[config.mk]
export PLATFORM = sky130hd
export DESIGN_NAME = xlateFront
export DESIGN_NICKNAME = d
export VERILOG_FILES = /design/src/rtl/xlate_pkg.sv /design/src/rtl/xlateCtrl.sv /design/src/rtl/xlateDatapath.sv /design/src/rtl/xlateFront.sv
export SDC_FILE = /design/constraint.sdc
export NUM_CORES = 1
export LEC_CHECK = 0
export BUFFER_PORTS_ARGS = -buffer_cell sky130_fd_sc_hd__buf_2
export CAP_MARGIN = 30
export CORE_MARGIN = 3
export CORE_UTILIZATION = 47
export CTS_BUF_LIST = sky130_fd_sc_hd__clkbuf_4
export CTS_CLUSTER_DIAMETER = 200
export DETAILED_ROUTE_END_ITERATION = 8
export GPL_TIMING_DRIVEN = 0
export PLACE_DENSITY = 0.94
export SLEW_MARGIN = 30
export SYNTH_ARGS = -nofsm -noshare
export SYNTH_HDL_FRONTEND = slang
export SYNTH_HIERARCHICAL = 1
export SYNTH_SLANG_ARGS = --single-unit
[constraint.sdc]
create_clock -name clk -period 2.6 [get_ports clk]
set_input_delay 0.26 -clock clk [delete_from_list [all_inputs] [get_ports clk]]
set_output_delay 0.26 -clock clk [all_outputs]
set_load 0.01 [all_outputs]
[src/rtl/xlate_pkg.sv]
package xlate_pkg;

  localparam logic [2:0] KIND_FETCH    = 3'd0;
  localparam logic [2:0] KIND_READ     = 3'd1;
  localparam logic [2:0] KIND_WRITE    = 3'd2;
  localparam logic [2:0] KIND_PREFETCH = 3'd3;
  localparam logic [2:0] KIND_CLREX    = 3'd4;

  localparam int unsigned REMAP_NORMAL_TYPE = 2;

  typedef enum logic [2:0] {
    ST_IDLE      = 3'd0,
    ST_LOOKUP    = 3'd1,
    ST_WALK_WAIT = 3'd2,
    ST_RELOOKUP  = 3'd3,
    ST_DONE      = 3'd4
  } xlateState_t;

  // Load strobes from control to datapath
  typedef struct packed {
    logic capture;      // latch request fields
    logic loadSpecial;  // result from the pre-lookup path
    logic loadHit;      // result from the TLB hit
    logic loadPfAbort;  // prefetch-miss abort
    logic loadFault;    // walk fault or relookup miss
  } dpStrobe_t;

endpackage

[src/rtl/xlateCtrl.sv]
module xlateCtrl
  import xlate_pkg::*;
(
  input  logic      clk,
  input  logic      rstN,
  input  logic      reqValid,
  input  logic [2:0] reqKind,
  input  logic      ctlMmuOn,
  input  logic      tlbHit,
  input  logic      walkDone,
  input  logic      walkFault,
  input  logic      capIsPrefetch,
  output logic      reqReady,
  output logic      tlbLookup,
  output logic      walkReq,
  output logic      respValid,
  output dpStrobe_t strobe
);

  xlateState_t state, stateNext;
  logic specialPath;

  assign specialPath = (reqKind == KIND_CLREX) || !ctlMmuOn;

  always_comb begin
    stateNext = state;
    strobe    = '0;
    reqReady  = 1'b0;
    tlbLookup = 1'b0;
    walkReq   = 1'b0;
    respValid = 1'b0;
    unique case (state)
      ST_IDLE: begin
        reqReady = 1'b1;
        if (reqValid) begin
          strobe.capture = 1'b1;
          if (specialPath) begin
            strobe.loadSpecial = 1'b1;
            stateNext = ST_DONE;
          end else begin
            stateNext = ST_LOOKUP;
          end
        end
      end
      ST_LOOKUP: begin
        tlbLookup = 1'b1;
        if (tlbHit) begin
          strobe.loadHit = 1'b1;
          stateNext = ST_DONE;
        end else if (capIsPrefetch) begin
          strobe.loadPfAbort = 1'b1;
          stateNext = ST_DONE;
        end else begin
          stateNext = ST_WALK_WAIT;
        end
      end
      ST_WALK_WAIT: begin
        walkReq = 1'b1;
        if (walkDone) begin
          if (walkFault) begin
            strobe.loadFault = 1'b1;
            stateNext = ST_DONE;
          end else begin
            stateNext = ST_RELOOKUP;
          end
        end
      end
      ST_RELOOKUP: begin
        tlbLookup = 1'b1;
        if (tlbHit) strobe.loadHit = 1'b1;
        else        strobe.loadFault = 1'b1;
        stateNext = ST_DONE;
      end
      ST_DONE: begin
        respValid = 1'b1;
        stateNext = ST_IDLE;
      end
      default: stateNext = ST_IDLE;
    endcase
  end

  always_ff @(posedge clk or negedge rstN) begin
    if (!rstN) state <= ST_IDLE;
    else       state <= stateNext;
  end

endmodule

[src/rtl/xlateDatapath.sv]
module xlateDatapath
  import xlate_pkg::*;
#(
  parameter int unsigned VA_W   = 32,
  parameter int unsigned PA_W   = 32,
  parameter int unsigned ATTR_W = 2,
  parameter int unsigned TYPE_W = 2
) (
  input  logic              clk,
  input  logic              rstN,
  input  dpStrobe_t         strobe,
  input  logic [VA_W-1:0]   reqVaddr,
  input  logic [2:0]        reqKind,
  input  logic              ctlIcacheOn,
  input  logic              ctlDcacheOn,
  input  logic              ctlRemapOn,
  input  logic [ATTR_W-1:0] remapInner0,
  input  logic [ATTR_W-1:0] remapOuter0,
  input  logic [TYPE_W-1:0] remapType0,
  input  logic [PA_W-1:0]   tlbPaddr,
  input  logic              tlbNonCache,
  input  logic              tlbShare,
  output logic [VA_W-1:0]   capVaddr,
  output logic              capIsPrefetch,
  output logic [PA_W-1:0]   respPaddr,
  output logic              respUncache,
  output logic              respShare,
  output logic              respPfAbort,
  output logic              respWalkFault
);

  localparam logic [TYPE_W-1:0] NormalType = TYPE_W'(REMAP_NORMAL_TYPE);

  logic [2:0] capKind;
  logic       capIcache, capDcache;
  logic       liveCacheOff, capCacheOff, remapUncache;
  logic [PA_W-1:0] specPaddr;
  logic       specUncache, specShare;

  // Fetches follow the instruction cache enable, everything else the data one
  assign liveCacheOff = (reqKind == KIND_FETCH) ? !ctlIcacheOn : !ctlDcacheOn;
  assign capCacheOff  = (capKind == KIND_FETCH) ? !capIcache   : !capDcache;
  assign capIsPrefetch = (capKind == KIND_PREFETCH);

  assign remapUncache = !ctlRemapOn
                      || (remapInner0 == '0)
                      || (remapOuter0 == '0)
                      || (remapType0 != NormalType);

  always_comb begin
    if (reqKind == KIND_CLREX) begin
      specPaddr   = '0;
      specUncache = 1'b1;
      specShare   = 1'b0;
    end else begin
      specPaddr   = PA_W'(reqVaddr);
      specUncache = liveCacheOff || remapUncache;
      specShare   = 1'b1;
    end
  end

  always_ff @(posedge clk or negedge rstN) begin
    if (!rstN) begin
      capVaddr  <= '0;
      capKind   <= KIND_READ;
      capIcache <= 1'b0;
      capDcache <= 1'b0;
    end else if (strobe.capture) begin
      capVaddr  <= reqVaddr;
      capKind   <= reqKind;
      capIcache <= ctlIcacheOn;
      capDcache <= ctlDcacheOn;
    end
  end

  always_ff @(posedge clk or negedge rstN) begin
    if (!rstN) begin
      respPaddr     <= '0;
      respUncache   <= 1'b0;
      respShare     <= 1'b0;
      respPfAbort   <= 1'b0;
      respWalkFault <= 1'b0;
    end else if (strobe.loadSpecial) begin
      respPaddr     <= specPaddr;
      respUncache   <= specUncache;
      respShare     <= specShare;
      respPfAbort   <= 1'b0;
      respWalkFault <= 1'b0;
    end else if (strobe.loadHit) begin
      respPaddr     <= tlbPaddr;
      respUncache   <= tlbNonCache || capCacheOff;
      respShare     <= tlbShare;
      respPfAbort   <= 1'b0;
      respWalkFault <= 1'b0;
    end else if (strobe.loadPfAbort || strobe.loadFault) begin
      respPaddr     <= '0;
      respUncache   <= 1'b0;
      respShare     <= 1'b0;
      respPfAbort   <= strobe.loadPfAbort;
      respWalkFault <= strobe.loadFault;
    end
  end

endmodule

[src/rtl/xlateFront.sv]
module xlateFront
  import xlate_pkg::*;
#(
  parameter int unsigned VA_W   = 32,
  parameter int unsigned PA_W   = 32,
  parameter int unsigned ATTR_W = 2,
  parameter int unsigned TYPE_W = 2
) (
  input  logic              clk,
  input  logic              rstN,
  input  logic              reqValid,
  output logic              reqReady,
  input  logic [VA_W-1:0]   reqVaddr,
  input  logic [2:0]        reqKind,
  input  logic              ctlMmuOn,
  input  logic              ctlIcacheOn,
  input  logic              ctlDcacheOn,
  input  logic              ctlRemapOn,
  input  logic [ATTR_W-1:0] remapInner0,
  input  logic [ATTR_W-1:0] remapOuter0,
  input  logic [TYPE_W-1:0] remapType0,
  output logic              tlbLookup,
  output logic [VA_W-1:0]   tlbVaddr,
  input  logic              tlbHit,
  input  logic [PA_W-1:0]   tlbPaddr,
  input  logic              tlbNonCache,
  input  logic              tlbShare,
  output logic              walkReq,
  output logic [VA_W-1:0]   walkVaddr,
  input  logic              walkDone,
  input  logic              walkFault,
  output logic              respValid,
  output logic [PA_W-1:0]   respPaddr,
  output logic              respUncache,
  output logic              respShare,
  output logic              respPfAbort,
  output logic              respWalkFault
);

  dpStrobe_t       strobe;
  logic            capIsPrefetch;
  logic [VA_W-1:0] capVaddr;

  assign tlbVaddr  = capVaddr;
  assign walkVaddr = capVaddr;

  xlateCtrl u_ctrl (
    .clk           (clk),
    .rstN          (rstN),
    .reqValid      (reqValid),
    .reqKind       (reqKind),
    .ctlMmuOn      (ctlMmuOn),
    .tlbHit        (tlbHit),
    .walkDone      (walkDone),
    .walkFault     (walkFault),
    .capIsPrefetch (capIsPrefetch),
    .reqReady      (reqReady),
    .tlbLookup     (tlbLookup),
    .walkReq       (walkReq),
    .respValid     (respValid),
    .strobe        (strobe)
  );

  xlateDatapath #(
    .VA_W   (VA_W),
    .PA_W   (PA_W),
    .ATTR_W (ATTR_W),
    .TYPE_W (TYPE_W)
  ) u_dp (
    .clk           (clk),
    .rstN          (rstN),
    .strobe        (strobe),
    .reqVaddr      (reqVaddr),
    .reqKind       (reqKind),
    .ctlIcacheOn   (ctlIcacheOn),
    .ctlDcacheOn   (ctlDcacheOn),
    .ctlRemapOn    (ctlRemapOn),
    .remapInner0   (remapInner0),
    .remapOuter0   (remapOuter0),
    .remapType0    (remapType0),
    .tlbPaddr      (tlbPaddr),
    .tlbNonCache   (tlbNonCache),
    .tlbShare      (tlbShare),
    .capVaddr      (capVaddr),
    .capIsPrefetch (capIsPrefetch),
    .respPaddr     (respPaddr),
    .respUncache   (respUncache),
    .respShare     (respShare),
    .respPfAbort   (respPfAbort),
    .respWalkFault (respWalkFault)
  );

endmodule

Word-level counts from Yosys, hierarchy flattened
Cells that the tools add are included.
{ "word_totals": {"romBits": 0, "in_bits": 85, "memories": 0, "latchBits": 0, "output_inout_bits": 104, "regBits": 76, "elab_cells": 82, "ram_bits": 0} }
{ "classes": {"add_sub_neg": 0, "eq_ne": 9, "mul": 0, "bitwise": 0, "reduce_logical": 21, "n_mux": 42, "div_mod_pow": 0, "n_shift": 0, "order_cmp": 0} }
{ "op_table": {"columns": ["operator", "n"], "rows": [
  ["$mux W32", 4],
  ["$mux W1", 28],
  ["$mux W3", 6],
  ["$pmux W3 S4", 1],
  ["$eq A3 B2 Y1 const B", 3],
  ["$logic_not A3 Y1", 3],
  ["$logic_or A1 B1 Y1", 7],
  ["$eq A3 B3 Y1 const B", 2],
  ["$logic_not A1 Y1", 6],
  ["$ne A2 B2 Y1 const B", 3],
  ["$logic_not A2 Y1", 2],
  ["$mux W2", 2],
  ["$eq A3 B1 Y1 const B", 1],
  ["$reduce_bool A3 Y1", 1],
  ["$pmux W1 S2", 1],
  ["$reduce_and A2 Y1", 1],
  ["$reduce_or A2 Y1", 1]
]} }

Logic depth before layout (Yosys ltp)
Gate-level depths: netlist (run 1).
{ "logic_depth": {"depth_word": 8, "mapped_depth": 9} }

Hierarchy
Netlist (run 1), hierarchy kept.
{ "modules_own_cells": {"columns": ["module", "area_per_inst_um2", "cells_per_inst", "instances"], "rows": [
  ["xlateDatapath", 2989.1, 212, 1],
  ["xlateCtrl", 330.3, 34, 1],
  ["xlateFront", 240.2, 32, 1]
]} }

Worst setup path before layout (run 1)
OpenSTA, ideal clock, no wires.
{ "synth_path": {"path_type": "reg-to-reg", "start": "register u_ctrl.state[0]", "end": "register u_dp.respPaddr[0]", "stages_incl_launch_ff": 10, "n_path_buf": 4, "path_slack_ps": 739, "t_arrival_ps": 1734, "path_cell_list": "dfrtp_1 buf_6 nor4_4 o21a_1 buf_6 nor2b_1 clkdlybuf4s15_2 buf_6 a222oi_1 inv_1"} }
{ "synth_lines": {"columns": ["item", "line_no", "source"], "rows": [
  ["from (decl)", "xlateCtrl.sv:20", "xlateState_t state, stateNext;"],
  ["from (signal assigned)", "xlateCtrl.sv:84", "else state <= stateNext;"],
  ["to (signal assigned)", "xlateDatapath.sv:84", "respPaddr <= specPaddr;"],
  ["to (signal assigned)", "xlateDatapath.sv:90", "respPaddr <= tlbPaddr;"],
  ["to (decl)", "xlateDatapath.sv:25", "output logic [PA_W-1:0] respPaddr,"]
]} }

==> metrics, run 1 <==
outcome=completed; initial antenna violation count=1; largest net degree at the start of global routing=43; RSZ-0062 raised after global routing=false; Worst VDD drop=about 0.60 mV; fmax=468 MHz; Netlist cell types=37; ranking of synthesized cells by area=dfrtp_1 53%, mux2_2 12%, a222oi_1 9.0%, buf_4 6.7%, inv_1 3.7%; DP HPWL=7250 um; clock latency on the worst-skew pair=0.39 ns; crit path kind=flip-flop to flip-flop; post-synth top area cell=dfrtp_1; main combinational cell family by area after synthesis=buffers and inverters; Hold Path Class=primary input to flip-flop; Worst Min Path Start=tlbPaddr[5]; sequential cell area fraction in the yosys report=53.5%; CP startpoint=u_ctrl/state[0]; vias=3,026; simple logic cell fraction of the synthesized area=6.43%; terminus of the critical flop-to-flop path=u_dp/respPaddr[20]; row count=31; routability cong.=0.817; count of final max-slew check failures=0; Clk pin slew, worst setup/hold paths=approximately 0.12 ns; Mean Syn Cell Area=roughly 13 um2; Slew @ Worst Pin=0.621 ns; H-tree depth=3; drt drc=0; vias per cell=5.21; Mapped Area=3560 um2; fillers=580; initial DRC count=181; Leakage=2.63 nW; Max Fanout on Critical Path=10; Die H=93.0 um; CTS tree=yes; Antenna Nets Post-Route=0; Critical Path Sink Type=flip-flop; PwrDens=1280 nW/um2; Worst Path Required=2.88 ns; Final Skew=~0.019 ns; TritonRoute pass-1 iters=7; Die ar.=8650 um2; Final Hold Vio Count=0; commonest non-fill, non-tap cells in the layout=192 x buf_2, 75 x dfrtp_1, 38 x mux2_2; most common cell after layout, fill and taps aside=buf_2; worst r2r path cells=9; number of max-cap violations=0; drt wl/cell=16.4 um; Area Growth Syn to Fin=36.9%; fraction of the mapped netlist area in compound gates=roughly 12%; first-pass GRT wire length=15,100 um; io pins=189; hold path depth=3; layout cell share with drive strength beyond 1=62.9%; post-layout min period=2.14 ns; final core occ=between 60% and 70%; share of the synthesized area in the top cell type=52.7%; CTS buffer count=9; register bit count reported by yosys=76; Initial Utilization=between 40% and 50%; vias in the first global route=approximately 3,100; core area=7290 um2; # setup viols final=0; nets=564; R2R Setup Slk=0.46 ns; fin crit share=82.2%; Slew headroom=58.3%; antenna cells=0; chip width=93.0 um; Post-CTS Setup Inserts=0; total gr overflow=0; critical path arrival=2.42 ns; post-synth net total=363; Max clock buf depth=2; r2r startpoint=u_ctrl/state[0]; mux contribution to synthesized area=between 10% and 20%; final setup TNS=0 ns; Syn. warnings=6; gr usage total=22.1%; aggregate routed wire length=between 9000 and 10,000 um; Post-Synth Adder-Cell Area=0%; Root Driver=clkbuf_4; Hold EP=u_dp/respPaddr[5]; clk sinks=76; Port-buffer cells=188; startpoint types=flip-flop; Gate Count Post-Synth=278; Synth Area in XOR/XNOR=0%
-- logic make-up after synthesis --
family	after synthesis
buf+inv	86
simple gates	30
flops	76
compound gates	46
mux	40
-- cells in the mapped netlist --
library cell     count
a211oi_2             1
a21boi_2             1
a21oi_1              3
a221o_2              1
a222oi_1            32
a311oi_1             1
and2_1               2
and2b_1              1
and3_1               1
buf_2                5
buf_4               32
buf_6               11
clkbuf_8             1
clkdlybuf4s15_2      1
dfrtp_1             75
dfstp_2              1
inv_1               35
inv_2                1
mux2_2              38
mux2i_1              2
nand2_1              4
nand3b_1             3
nand4b_1             1
nor2_1               3
nor2_4               1
nor2b_1              3
nor3_1               5
nor3_2               1
nor3b_2              3
nor4_4               2
o21a_1               1
o21ai_0              1
o21ai_1              1
o22ai_1              1
o31ai_1              1
o32ai_1              1
o41a_1               1
-- worst max path at each step --
stage / endpoint / slack [ns] / depth (start not counted)
5_1_grt: u_dp/respPaddr[25] / 0.33 / 9
6_report: u_dp/respPaddr[20] / 0.46 / 9
2_1_floorplan: u_dp/respPaddr[0] / 0.74 / 9
4_1_cts: u_dp/respPaddr[20] / 0.45 / 9
3_3_place_gp: u_dp/respPaddr[23] / 0.57 / 9
3_5_place_dp: u_dp/respPaddr[20] / 0.47 / 9
-- final cells by class --
| cell class | count | area [um2] | share of cell area [%] |
|---|---|---|---|
| Tap cell | 99 | 124 | 2.54 |
| Timing Repair Buffer | 190 | 973 | 20.0 |
| Clock inverter | 5 | 150 | 3.08 |
| Clock buffer | 9 | 67.6 | 1.39 |
| Buffer | 50 | 414 | 8.50 |
| Sequential cell | 76 | 1900 | 39.0 |
| Inverter | 36 | 135 | 2.77 |
| Multi-Input combinational cell | 116 | 1110 | 22.7 |
-- power breakdown --
group | total, W | switching [W] | leakage, nW | internal (W)
clock | 0.00106 | 0.000392 | 0.112 | 0.000671
sequential | 0.00213 | 0.000377 | 0.925 | 0.00175
combinational | 0.00305 | 0.00144 | 1.59 | 0.00161
total | 0.00624 | 0.00220 | 2.63 | 0.00404
-- state kept, by name, summed over array words and instances (netlist names), 3 cells and up --
signal,flops
u_ctrl/state,3
u_dp/respPaddr,32
u_dp/capKind,3
u_dp/capVaddr,32
-- critical path, stage by stage (launching register included) --
cell and delay [ns]:
dfrtp_1 0.41, buf_6 0.16, nor4_4 0.27, o21a_1 0.17, buf_6 0.13, nor2b_1 0.05, clkdlybuf4s15_2 0.28, buf_6 0.18
a222oi_1 0.29, inv_1 0.09
-- routing by layer --
metal  up-vias  GRT usage [%]  share of wire, %
li1       1380              -                 -
met1      1471           26.3                37
met2       155           39.8                53
met3        18           3.86               7.5
met4         2           8.55               1.8
met5         -              0              0.14
-- stage by stage --
stage / power, W / area [um2] / hold slack [ns] / worst slack, ns / std cells
global route: 0.00665 / 4870 / 0.0348 / 0.327 / 581
global placement: 0.00508 / 4620 / 0.473 / 0.570 / 565
finish: 0.00624 / 4870 / 0.0712 / 0.464 / 581
CTS: 0.00631 / 4870 / 0.0343 / 0.451 / 581
detailed placement: 0.00523 / 4650 / 0.240 / 0.467 / 566
floorplan: 0.00402 / 3560 / -0.0356 / 0.739 / 278
-- timing repair --
| item | CTS | global route |
|---|---|---|
| resized for setup | 0 | 0 |
| endpoints found under the hold margin | 33 | 0 |
| hold buffers | 1 | 0 |
No activity file was read; power rests on OpenSTA's default activity.
==> run 2: changes to the inputs <==
ABC_AREA = 1   (was default)
clock period = 2.04 ns   (was 2.6 ns; I/O delays follow)
==> run 2 against run 1 <==
Effect of this change:
- hold slack worse by 0.035 ns
- sequential cell count stayed put
- cell count is 22% higher
- worst setup slack worse by 0.34 ns
- via count is 14% higher
- power is 24% higher
- maximum frequency is 11% higher
==> metrics, run 2 <==
commonest non-fill, non-tap cells in the layout=194 x buf_2, 119 x nand2_1, 75 x dfrtp_1; Slew headroom=67.7%; fin crit share=93.9%; initial antenna violation count=0; Logic pwr share=51.0%; fmax=between 500 and 600 MHz; Final Hold Vio Count=0; vias in the first global route=3,449; drt drc=0; Hold Path Class=primary input to flip-flop; layout cell share with drive strength beyond 1=48.4%; number of max-cap violations=0; Mapped Area=3570 um2; Syn. warnings=6; largest net degree at the start of global routing=40; CTS tree=yes; register bit count reported by yosys=76; H-tree depth=3; clock latency on the worst-skew pair=0.38 ns; Gate Count Post-Synth=382; final core occ=69.8%; Area Growth Syn to Fin=42.7%; Flop pwr share=around a third; drt wl/cell=14.9 um; Int Pwr=0.00476 W; core area=7290 um2; clk sinks=76; post-synth top area cell=dfrtp_1; # setup viols final=0; Synth Area in XOR/XNOR=0%; chip width=just over 90 um; count of final max-slew check failures=0; Worst VDD drop=between 0.8 and 0.9 mV; io pins=around 190; Root Driver=clkbuf_4; Post-synth ARST share=100%; RSZ-0062 raised after global routing=false; Post-synth EDFFs=0; Antenna Nets Post-Route=0; CTS buffer count=9; Leakage=2.78 nW; startpoint types=flip-flop; sequential cell area fraction in the yosys report=53.4%; P_sw=0.00299 W; crit path kind=flip-flop to flip-flop; Max Fanout on Critical Path=10; Netlist cell types=26; Critical Path Sink Type=flip-flop; setup ws final=roughly 0.12 ns; Clk pin slew, worst setup/hold paths=approximately 0.12 ns; Clock power frac=14.2%; antenna cells=0; Slew @ Worst Pin=between 0.4 and 0.5 ns; most frequent cell after synthesis=nand2_1; ranking of synthesized cells by area=dfrtp_1 53%, nand2_1 13%, mux2_2 9.5%, buf_4 6.7%, nand3_1 5.1%; Initial Utilization=48.9%; switch share=38.6%; Mean Syn Cell Area=between 9 and 10 um2; TritonRoute pass-1 iters=4; final setup TNS=0 ns; outcome=completed; initial DRC count=156; most common cell after layout, fill and taps aside=buf_2; share of the synthesized area in the top cell type=52.6%; nets=~690; DP HPWL=7800 um; Post-Synth Adder-Cell Area=0%; fillers=573; Final Skew=~0.011 ns; simple logic cell fraction of the synthesized area=between 20 and 25%; Synth top cells by count=120 x nand2_1, 75 x dfrtp_1, 36 x nand3_1, 32 x buf_4, 30 x mux2_2; Max clock buf depth=2; main combinational cell family by area after synthesis=simple AND/OR/NAND/NOR gates; vias=3,455; critical path arrival=2.19 ns; vias per cell=4.86; Non-Filler Instances=about 700; post-synth net total=467; mux contribution to synthesized area=9.47%; fraction of the mapped netlist area in compound gates=roughly 2.7%; post-layout min period=1.92 ns; WHS=0.0367 ns; Port-buffer cells=approximately 190; Inst Count DP=670; row count=31; dpl ws=approximately 0.035 ns; Die H=93.1 um; Worst Path Required=2.31 ns; PwrDens=1520 nW/um2; Most used DFF post-synth=dfrtp_1; first-pass GRT wire length=16,300 um; Die ar.=8670 um2; routability cong.=just over 0.9; aggregate routed wire length=10,600 um; largest registers=u_dp/capVaddr (32), u_dp/respPaddr (32); gr usage total=24.3%; total gr overflow=0
==> run 2: cell types whose count changed in the layout (fill, tap and decap cells not counted), moves of 8 or more <==
| cell | previous run | this run |
|---|---|---|
| dlygate4sd3_1 | 1 | 24 |
| nand3_1 | 0 | 36 |
| mux2_2 | 38 | 30 |
| a222oi_1 | 32 | 0 |
| nand2_1 | 4 | 119 |
| buf_6 | 11 | 3 |
| nor2_1 | 3 | 17 |
| inv_1 | 35 | 20 |
==> run 2: metrics by stage <==
stage	total power, W	instance area [um2]
3_5_place_dp	0.00659	4650
5_1_grt	0.00828	5090
3_3_place_gp	0.00641	4630
2_1_floorplan	0.00501	3570
6_report	0.00775	5090
4_1_cts	0.00774	5070
==> run 2: layout make-up <==
cell class | count | area, um2 | share of cell area [%]
clock inverters | 6 | 104 | 2.04
multi-input cells | 235 | 1250 | 24.5
plain buffers | 46 | 330 | 6.49
inverters | 25 | 93.8 | 1.84
flip-flops and latches | 76 | 1900 | 37.4
repair buffers | 215 | 1220 | 23.9
well taps | 99 | 124 | 2.43
clock buffers | 9 | 67.6 | 1.33
==> run 2: path summary, 6_finish.rpt <==
path	start	to	slack [ns]	cells after the start
max	u_ctrl/state[0]	u_dp/capVaddr[9]	0.12	6
min	reqVaddr[11]	u_dp/respPaddr[11]	0.04	3
max reg2reg	u_ctrl/state[0]	u_dp/capVaddr[9]	0.12	6
min reg2reg	u_dp/respUncache	u_dp/respUncache	0.49	2
max in group asynchronous	rstN	u_dp/capVaddr[9]	1.14	3
min in group asynchronous	rstN	u_dp/respPaddr[22]	0.33	2
==> run 2: cell families (layout without fill, tap and decap cells) <==
family / after synthesis / after routing
multiplexers: 30 / 30
AO/OA/AOI/OAI: 17 / 17
AND/OR/NAND/NOR: 188 / 188
flip-flops: 76 / 76
buffers and inverters: 71 / 301
==> run 2: power groups by stage <==
stage | Combinational (W) | Sequential (W) | Clock [W]
finish | 0.00395 | 0.00270 | 0.00110
global route | 0.00429 | 0.00280 | 0.00120
CTS | 0.00391 | 0.00270 | 0.00113
detailed placement | 0.00387 | 0.00272 | 0
global placement | 0.00374 | 0.00268 | 0
floorplan | 0.00203 | 0.00298 | 0
==> run 2: worst max-delay path, cell delays in order, from the launching register on <==
cell and delay (ns):
dfrtp_1 0.47, inv_2 0.13, nand3_2 0.09, nor2_1 0.15, buf_2 0.26, buf_2 0.32
mux2_2 0.38
==> run 2: routing by layer <==
| layer | up-vias | wire (um) | track usage (%) |
|---|---|---|---|
| met4 | 0 | 121 | 8.55 |
| met2 | 160 | 5660 | 44.7 |
| met1 | 1635 | 4060 | 28.2 |
| met5 | - | 0 | 0 |
| li1 | 1650 | - | - |
| met3 | 10 | 745 | 4.26 |
==> run 2: what timing repair did <==
action                     CTS  global route
resized for setup            1             6
pin swaps                    0             1
setup endpoints to repair    1            23
hold endpoints to repair    51             0
hold buffers                24             0
setup buffers                0             2
==> run 3: changes to the inputs <==
ABC_AREA = default   (was 1)
CORE_ASPECT_RATIO = 1.5   (was default)
CORE_UTILIZATION = 45   (was 47)
CTS_BUF_LIST = sky130_fd_sc_hd__clkbuf_8 sky130_fd_sc_hd__clkbuf_16   (was sky130_fd_sc_hd__clkbuf_4)
PLACE_DENSITY = 0.91   (was 0.94)
==> run 3 against run 2 <==
Effect of this change:
- non-clock buffer count is 15 lower
- largest power group unchanged
- global-route usage is 1.8 points lower
- first-iteration DRC count is 92% higher
- utilization is 4.2 points lower
- maximum frequency is 4.1% lower
- clock power is 37% higher
- hold slack better by 0.053 ns
- clock skew is 0.0069 ns lower
- wire length is 2.8% lower
- via count is 11% lower
==> metrics, run 3 (synthesis gave the netlist of run 1 again) <==
row count=39; nets=570; Leakage=between 2 and 3 nW; Die ar.=9040 um2; crit path kind=flip-flop to flip-flop; fmax=about 500 MHz; Port-buffer cells=188; Max Fanout on Critical Path=5; chip width=78.6 um; worst r2r path cells=9; dpl ws=-0.109 ns; Worst VDD drop=0.868 mV; RSZ-0062 raised after global routing=true; DP HPWL=7620 um; Levels on crit path=9; WHS=0.0894 ns; # setup viols final=0; Inst Count DP=569; largest net degree at the start of global routing=43; Hold EP=u_dp/respPaddr[23]; antenna cells=0; Area Growth Syn to Fin=41.1%; final core occ=around 66%; aggregate routed wire length=around 10,000 um; number of buffers and inverters on the critical path=5; Root Driver=clkbuf_16; total gr overflow=0; Clk pin slew, worst setup/hold paths=0.06 ns; Crit-path slowest cell=dfrtp_1; Critical Path Sink Type=flip-flop; Hold Path Class=primary input to flip-flop; vias per cell=5.23; Final Skew=0.00435 ns; vias=3,091; first-pass GRT wire length=15,600 um; vias in the first global route=3,153; setup ws final=0.0420 ns; gr usage total=22.5%; Max clock buf depth=2; r2r startpoint=u_ctrl/state[0]; core area=7660 um2; largest registers=u_dp/capVaddr (32), u_dp/respPaddr (32); R2R Setup Slk=0.04 ns; Non-Filler Instances=591; clk sinks=76; H-tree depth=3; count of final max-slew check failures=0; Initial Utilization=a little under half; drt wl/cell=17.4 um; Slew headroom=69.3%; Pwr Total=approximately 0.0083 W; drt drc=0; CTS tree=yes; number of max-cap violations=0; layout cell share with drive strength beyond 1=63.2%; post-layout min period=~2 ns; CP cell instances=buf_6 > nor4_4 > o21a_1 > buf_6 > nor4_4 > buf_6 > buf_8 > a222oi_1 > inv_1; Antenna Nets Post-Route=0; clock latency on the worst-skew pair=0.33 ns; hold path depth=3; critical path arrival=2.20 ns; initial DRC count=300; TritonRoute pass-1 iters=5; CP delay by family, top=buffers and inverters; routability cong.=0.804; CP peak stage delay=roughly 0.41 ns; outcome=completed; io pins=around 190; Worst Path Required=around 2.2 ns; CTS buffer count=9; startpoint types=flip-flop; Slew @ Worst Pin=roughly 0.46 ns; most common cell after layout, fill and taps aside=buf_2; terminus of the critical flop-to-flop path=u_dp/respPaddr[9]; commonest non-fill, non-tap cells in the layout=192 x buf_2, 75 x dfrtp_1, 38 x buf_4, 38 x inv_1, 38 x mux2_2; fin crit share=97.9%; Worst Min Path Start=tlbPaddr[23]; Die H=approximately 110 um; initial antenna violation count=1; Final Hold Vio Count=0; most used cell, CP=buf_6; PwrDens=1660 nW/um2
[run 3: changes by cell type in the layout (fill, tap and decap cells not counted), moves of 10 or more]
cell / change
clkbuf_4: -10
clkbuf_16: +10
nor2_1: -14
nand3_1: -36
nand2_1: -115
inv_1: +18
a222oi_1: +32
dlygate4sd3_1: -23
[run 3: area by class of cell]
type,count,area [um2]
Sequential cell,76,1900
Tap cell,102,128
Fill cell,602,2640
Multi-Input combinational cell,116,1120
Clock inverter,5,46.3
Buffer,49,409
Timing Repair Buffer,197,1040
Inverter,36,135
Clock buffer,10,239
[run 3: worst register-to-register path, stage by stage (launching register included)]
cell	delay (ns)
dfrtp_1	0.41
buf_6	0.15
nor4_4	0.25
o21a_1	0.20
buf_6	0.13
nor4_4	0.04
buf_6	0.14
buf_8	0.12
a222oi_1	0.36
inv_1	0.08
[run 3: how the worst max path moves through the flow]
stage / from / end / slack (ns)
4_1_cts: u_ctrl/state[2] / u_dp/respPaddr[6] / 0.05
3_5_place_dp: u_ctrl/state[0] / u_dp/respPaddr[6] / -0.11
6_report: u_ctrl/state[0] / u_dp/respPaddr[9] / 0.04
2_1_floorplan: u_ctrl/state[0] / u_dp/respPaddr[0] / 0.18
5_1_grt: u_ctrl/state[0] / u_dp/respPaddr[9] / -0.06
3_3_place_gp: u_ctrl/state[0] / u_dp/respPaddr[21] / -0.01
[run 3: metrics by stage]
step | cell area (um2) | setup TNS, ns
final | 5020 | 0
after global routing | 5020 | -0.252
after CTS | 4960 | 0
after detailed placement | 4650 | -1.66
after global placement | 4630 | -0.123
after floorplan | 3560 | 0
[run 3: report_power, final]
group | total, W | internal, W | switching, W
Combinational | 0.00408 | 0.00215 | 0.00192
Sequential | 0.00273 | 0.00224 | 0.000488
Clock | 0.00151 | 0.000957 | 0.000551
Total | 0.00831 | 0.00535 | 0.00296
[run 3: repair_timing]
item	in CTS	in global routing
hold endpoints to repair	34	0
gates resized for setup	2	6
pin swaps	3	4
cloned	0	2
hold buffers	1	0
buffers inserted	2	3
endpoints found under the setup margin	33	29
[run 3: routing by layer]
metal,vias to the layer above,part of all wire (%),global-route usage [%]
met5,-,0.17,0
met4,2,3.1,12.8
met3,31,6.9,4.70
met1,1510,34,23.5
met2,155,56,41.3
li1,1393,-,-
